$ cat src/rtl/sysctl_pkg.sv
package sysctl_pkg;
    localparam int ADDR_W    = 16;
    localparam int DATA_W    = 8;
    localparam int TRIG_BIT  = 0;
    localparam int GATE_BIT  = 1;

    typedef enum logic [1:0] {
        OP_HOLD = 2'd0,
        OP_LOAD = 2'd1,
        OP_CLR0 = 2'd2
    } store_op_e;

    typedef enum logic {
        REQ_IDLE = 1'b0,
        REQ_FIRE = 1'b1
    } req_state_e;
endpackage

$ cat src/rtl/sysctl_decode.sv
module sysctl_decode #(
    parameter int                  AW   = 16,
    parameter logic [AW-1:0]       BASE = 16'h0092
) (
    input  logic [AW-1:0] addr,
    input  logic          wr,
    input  logic          rd,
    output logic          wr_hit,
    output logic          rd_hit
);
    logic sel;

    always_comb begin
        sel    = (addr == BASE);
        wr_hit = sel && wr;
        rd_hit = sel && rd;
    end
endmodule

$ cat src/rtl/sysctl_store.sv
module sysctl_store
    import sysctl_pkg::*;
#(
    parameter int DW = 8,
    parameter int TB = 0
) (
    input  logic          clk,
    input  logic          por,
    input  logic          dev_rst,
    input  logic          wr_hit,
    input  logic [DW-1:0] wdata,
    output logic [DW-1:0] value_q
);
    store_op_e     op;
    logic [DW-1:0] value_d;

    // Write has priority over the device reset.
    always_comb begin
        if (wr_hit)       op = OP_LOAD;
        else if (dev_rst) op = OP_CLR0;
        else              op = OP_HOLD;
    end

    always_comb begin
        value_d = value_q;
        unique case (op)
            OP_LOAD: value_d = wdata;
            OP_CLR0: value_d[TB] = 1'b0;
            default: value_d = value_q;
        endcase
    end

    always_ff @(posedge clk) begin
        if (por) value_q <= '0;
        else     value_q <= value_d;
    end
endmodule

$ cat src/rtl/sysctl_reqgen.sv
module sysctl_reqgen
    import sysctl_pkg::*;
(
    input  logic clk,
    input  logic por,
    input  logic wr_hit,
    input  logic new_trig,
    input  logic old_trig,
    output logic req
);
    req_state_e state_q, state_d;
    logic       qualify;

    always_comb begin
        qualify = wr_hit && new_trig && !old_trig;
        state_d = state_q;
        unique case (state_q)
            REQ_IDLE: state_d = qualify ? REQ_FIRE : REQ_IDLE;
            REQ_FIRE: state_d = qualify ? REQ_FIRE : REQ_IDLE;
            default:  state_d = REQ_IDLE;
        endcase
    end

    always_ff @(posedge clk) begin
        if (por) state_q <= REQ_IDLE;
        else     state_q <= state_d;
    end

    always_comb begin
        req = (state_q == REQ_FIRE);
    end
endmodule

$ cat src/rtl/sysctl_port.sv
module sysctl_port
    import sysctl_pkg::*;
#(
    parameter logic [ADDR_W-1:0] PORT_ADDR = 16'h0092
) (
    input  logic              clk,
    input  logic              por,
    input  logic              dev_rst,
    input  logic [ADDR_W-1:0] bus_addr,
    input  logic              bus_wr,
    input  logic              bus_rd,
    input  logic [DATA_W-1:0] bus_wdata,
    output logic [DATA_W-1:0] bus_rdata,
    output logic              gate_a20,
    output logic              rst_req
);
    logic              wr_hit;
    logic              rd_hit;
    logic [DATA_W-1:0] store_q;

    sysctl_decode #(.AW(ADDR_W), .BASE(PORT_ADDR)) u_dec (
        .addr   (bus_addr),
        .wr     (bus_wr),
        .rd     (bus_rd),
        .wr_hit (wr_hit),
        .rd_hit (rd_hit)
    );

    sysctl_store #(.DW(DATA_W), .TB(TRIG_BIT)) u_store (
        .clk     (clk),
        .por     (por),
        .dev_rst (dev_rst),
        .wr_hit  (wr_hit),
        .wdata   (bus_wdata),
        .value_q (store_q)
    );

    sysctl_reqgen u_req (
        .clk      (clk),
        .por      (por),
        .wr_hit   (wr_hit),
        .new_trig (bus_wdata[TRIG_BIT]),
        .old_trig (store_q[TRIG_BIT]),
        .req      (rst_req)
    );

    always_comb begin
        bus_rdata = rd_hit ? store_q : '0;
        gate_a20  = store_q[GATE_BIT];
    end
endmodule

$ cat config.mk
export PLATFORM = sky130hd
export DESIGN_NAME = sysctl_port
export DESIGN_NICKNAME = d
export VERILOG_FILES = /design/src/rtl/sysctl_pkg.sv /design/src/rtl/sysctl_decode.sv /design/src/rtl/sysctl_store.sv /design/src/rtl/sysctl_reqgen.sv /design/src/rtl/sysctl_port.sv
export SDC_FILE = /design/constraint.sdc
export NUM_CORES = 1
export LEC_CHECK = 0
export BUFFER_PORTS_ARGS = -buffer_cell sky130_fd_sc_hd__clkbuf_2
export CAP_MARGIN = 20
export CORE_UTILIZATION = 36
export DETAILED_ROUTE_END_ITERATION = 8
export PLACE_DENSITY = 0.75
export SYNTH_ARGS = -nofsm -noshare
export SYNTH_HDL_FRONTEND = slang
export SYNTH_SLANG_ARGS = --single-unit
$ cat constraint.sdc
create_clock -name clk -period 1.4 [get_ports clk]
set_clock_uncertainty 0.15 [all_clocks]
set_input_delay 0.07 -clock clk [delete_from_list [all_inputs] [get_ports clk]]
set_output_delay 0.07 -clock clk [all_outputs]
set_load 0.02 [all_outputs]
==> results.cfg <==
[run_status]
outcome = complete, but fails checks
violations = setup timing

[power]
powerDensity_nw_per_um2 = 590.8
ir_drop_mv = 0.6604
power_leakage_nw = 0.4423

[route]
via_per_inst = 5.447
wl_per_cell_um = 14.67
met2WireLength_um = 973
drc = 0
drt-met1-wl_um = 674
drtPass1Iterations = 4
dr_wl_met3_um = 146
top_layer_used = met4
drt-total-wl_um = 1805
drt_iter0_markers = 12
num_vias = 670
ant_nets = 0

[cells_and_area]
fin_cells = 123
final_common_cell = clkbuf_2
area_growth_pct = 99.74
mostFrequentLayoutCells = 29 x clkbuf_2, 10 x dlygate4sd3_1, 9 x dfxtp_1
num_antenna_cells = 0
drive_gt1_share_pct = 49.54
nNetsFinal = 139

[sta]
maxSlewHeadroom_pct = 83.61
period_share_pct = 103.2
fmax_ghz = 0.6920
min_period_ps = 1445
setup_tns_ps = -94.90
slew_violations = 0
setup_viol = 5
finalWorstSetupSlack_ps = -45.17
rsz0062_at_grt = yes
hold_viol = 0
hold_ws_ps = 22.58
tightest_slew_ps = 244.9

[worst_setup_path]
cp_max_fo = 8
cp-start-kind = input port
crit_required_ps = 1180
cp_data_arrival_time_ps = 1230
end_kind = output port
crit_type = in2out

[synth]
ys_seq_area_share_pct = 37.50
syn_area_per_cell_um2 = 8.580
ys_ff_latch = 9
syn-num-nets = 85
syn_area_um2 = 480.5
synth.distinct_cells = 18
synthCells = 56
yosysWarnings = 0

[global_routing]
grt_pass1_vias = 520
track_usage_pct = 21.39
grt_max_degree = 10
grt_antenna_before_repair = 0
grt_overflow = 0
grt_pass1_wl_um = 2063

[clocking]
cts_max_path_buffers = 2
cts.htree.levels = 1
cts_tree = built
cts_buffers = 3
path_clk_slew_ps = 60
clockRootBuffer = clkbuf_4
clkLatencyLatePin_ps = 270
cts.sink_count = 9

[floorplan]
core-area_um2 = 1171
initial_core_util_pct = 41.03
die_area_um2 = 1485
ios = 39
die_y_um = 38.53
rows = 12
die_x_um = 38.53

[placement]
gp_congestion = 0.6976
place_inst = 106
dp_hpwl_um = 884.2
preCtsSetupSlack_ps = -38.64
io_buffers = 38

[hold_path]
min_path_type = in2reg

[flow_run]
maxCapViolations = 0
[synthesized netlist by cell type]
library cell  n  area [um2]
buf_8         1       15.01
dfxtp_1       9       180.2
clkbuf_1      1       3.750
and4_1        1       8.760
nor2b_1       1       6.260
nor3_1        1       5.000
nor4_2        1       12.51
nor4b_2       3       45.04
nor2_1        1       3.750
nand2_1       1       3.750
o21ai_0       8       40.04
buf_6         1       11.26
inv_1         1       3.750
nand4_1       1       6.260
buf_2         1       5.000
a21oi_1       8       40.04
nand3_1       8       40.04
and3_1        8       50.05
[routing by layer]
metal  track usage (%)  vias to the layer above
li1                  -                      313
met4             7.759                        0
met1             21.48                      309
met3             8.721                        2
met2             38.75                       46
met5                 0                        -
[layout make-up]
cell class / instances / area, um2
clock buffers: 4 / 26.28
well taps: 14 / 17.52
repair buffers: 53 / 417.9
multi-input cells: 42 / 314.1
inverters: 1 / 3.754
flip-flops and latches: 9 / 180.2
fillers: 76 / 211.5
[power breakdown]
group / internal (W) / switching [W] / leakage, nW
logic: 0.0000581 / 0.0000431 / 0.355
clock network: 0.000110 / 0.0000995 / 0.0150
registers: 0.000256 / 0.000000000894 / 0.0724
total: 0.000424 / 0.000143 / 0.442
[timing repair]
item | 4_1_cts | 5_1_grt
cloned | 1 | 0
buffers inserted | 2 | 0
hold buffers | 10 | 0
hold endpoints to repair | 9 | 0
setup endpoints to repair | 8 | 8
pin swaps | 2 | 4
gates resized for setup | 4 | 29
[per-stage QoR]
stage                     util (%)  cell area, um2  total power, W
after floorplan                  -           480.5       0.0002779
after global placement       58.12           680.7       0.0003224
after detailed placement     58.12           680.7       0.0003226
after CTS                    74.15           868.3       0.0005575
after global routing         81.94           959.7       0.0005945
final                        81.94           959.7       0.0005670
[worst max-delay path, stage by stage]
cell and delay (ps):
clkbuf_2 110, nor4b_4 310, and4_4 290, buf_12 120, and3_1 200, buf_6 130
[kinds of logic (layout without fill, tap and decap cells)]
kind of cell	Yosys count	count (layout)	synth area share, %
AO/OA/AOI/OAI	16	16	16.67
AND/OR/NAND/NOR	26	26	37.76
buffers and inverters	5	58	8.069
flip-flops	9	9	37.50
[path summary, 6_finish.rpt]
path	startpoint	to	slack, ps	cells past startpoint
worst min-delay path	bus_wr	u_store.value_q[0]	20	3
worst min register to register	u_store.value_q[7]	u_store.value_q[7]	330	2
worst max-delay path	bus_addr[5]	bus_rdata[3]	-50	6
worst max register to register	u_store.value_q[0]	u_store.value_q[0]	490	3
[registers in the layout, indices dropped and copies added, names as in the netlist]
| register | count |
|---|---|
| u_store.value_q | 8 |
| u_req.req | 1 |
Note: power is estimated with default switching activity, not from simulation.
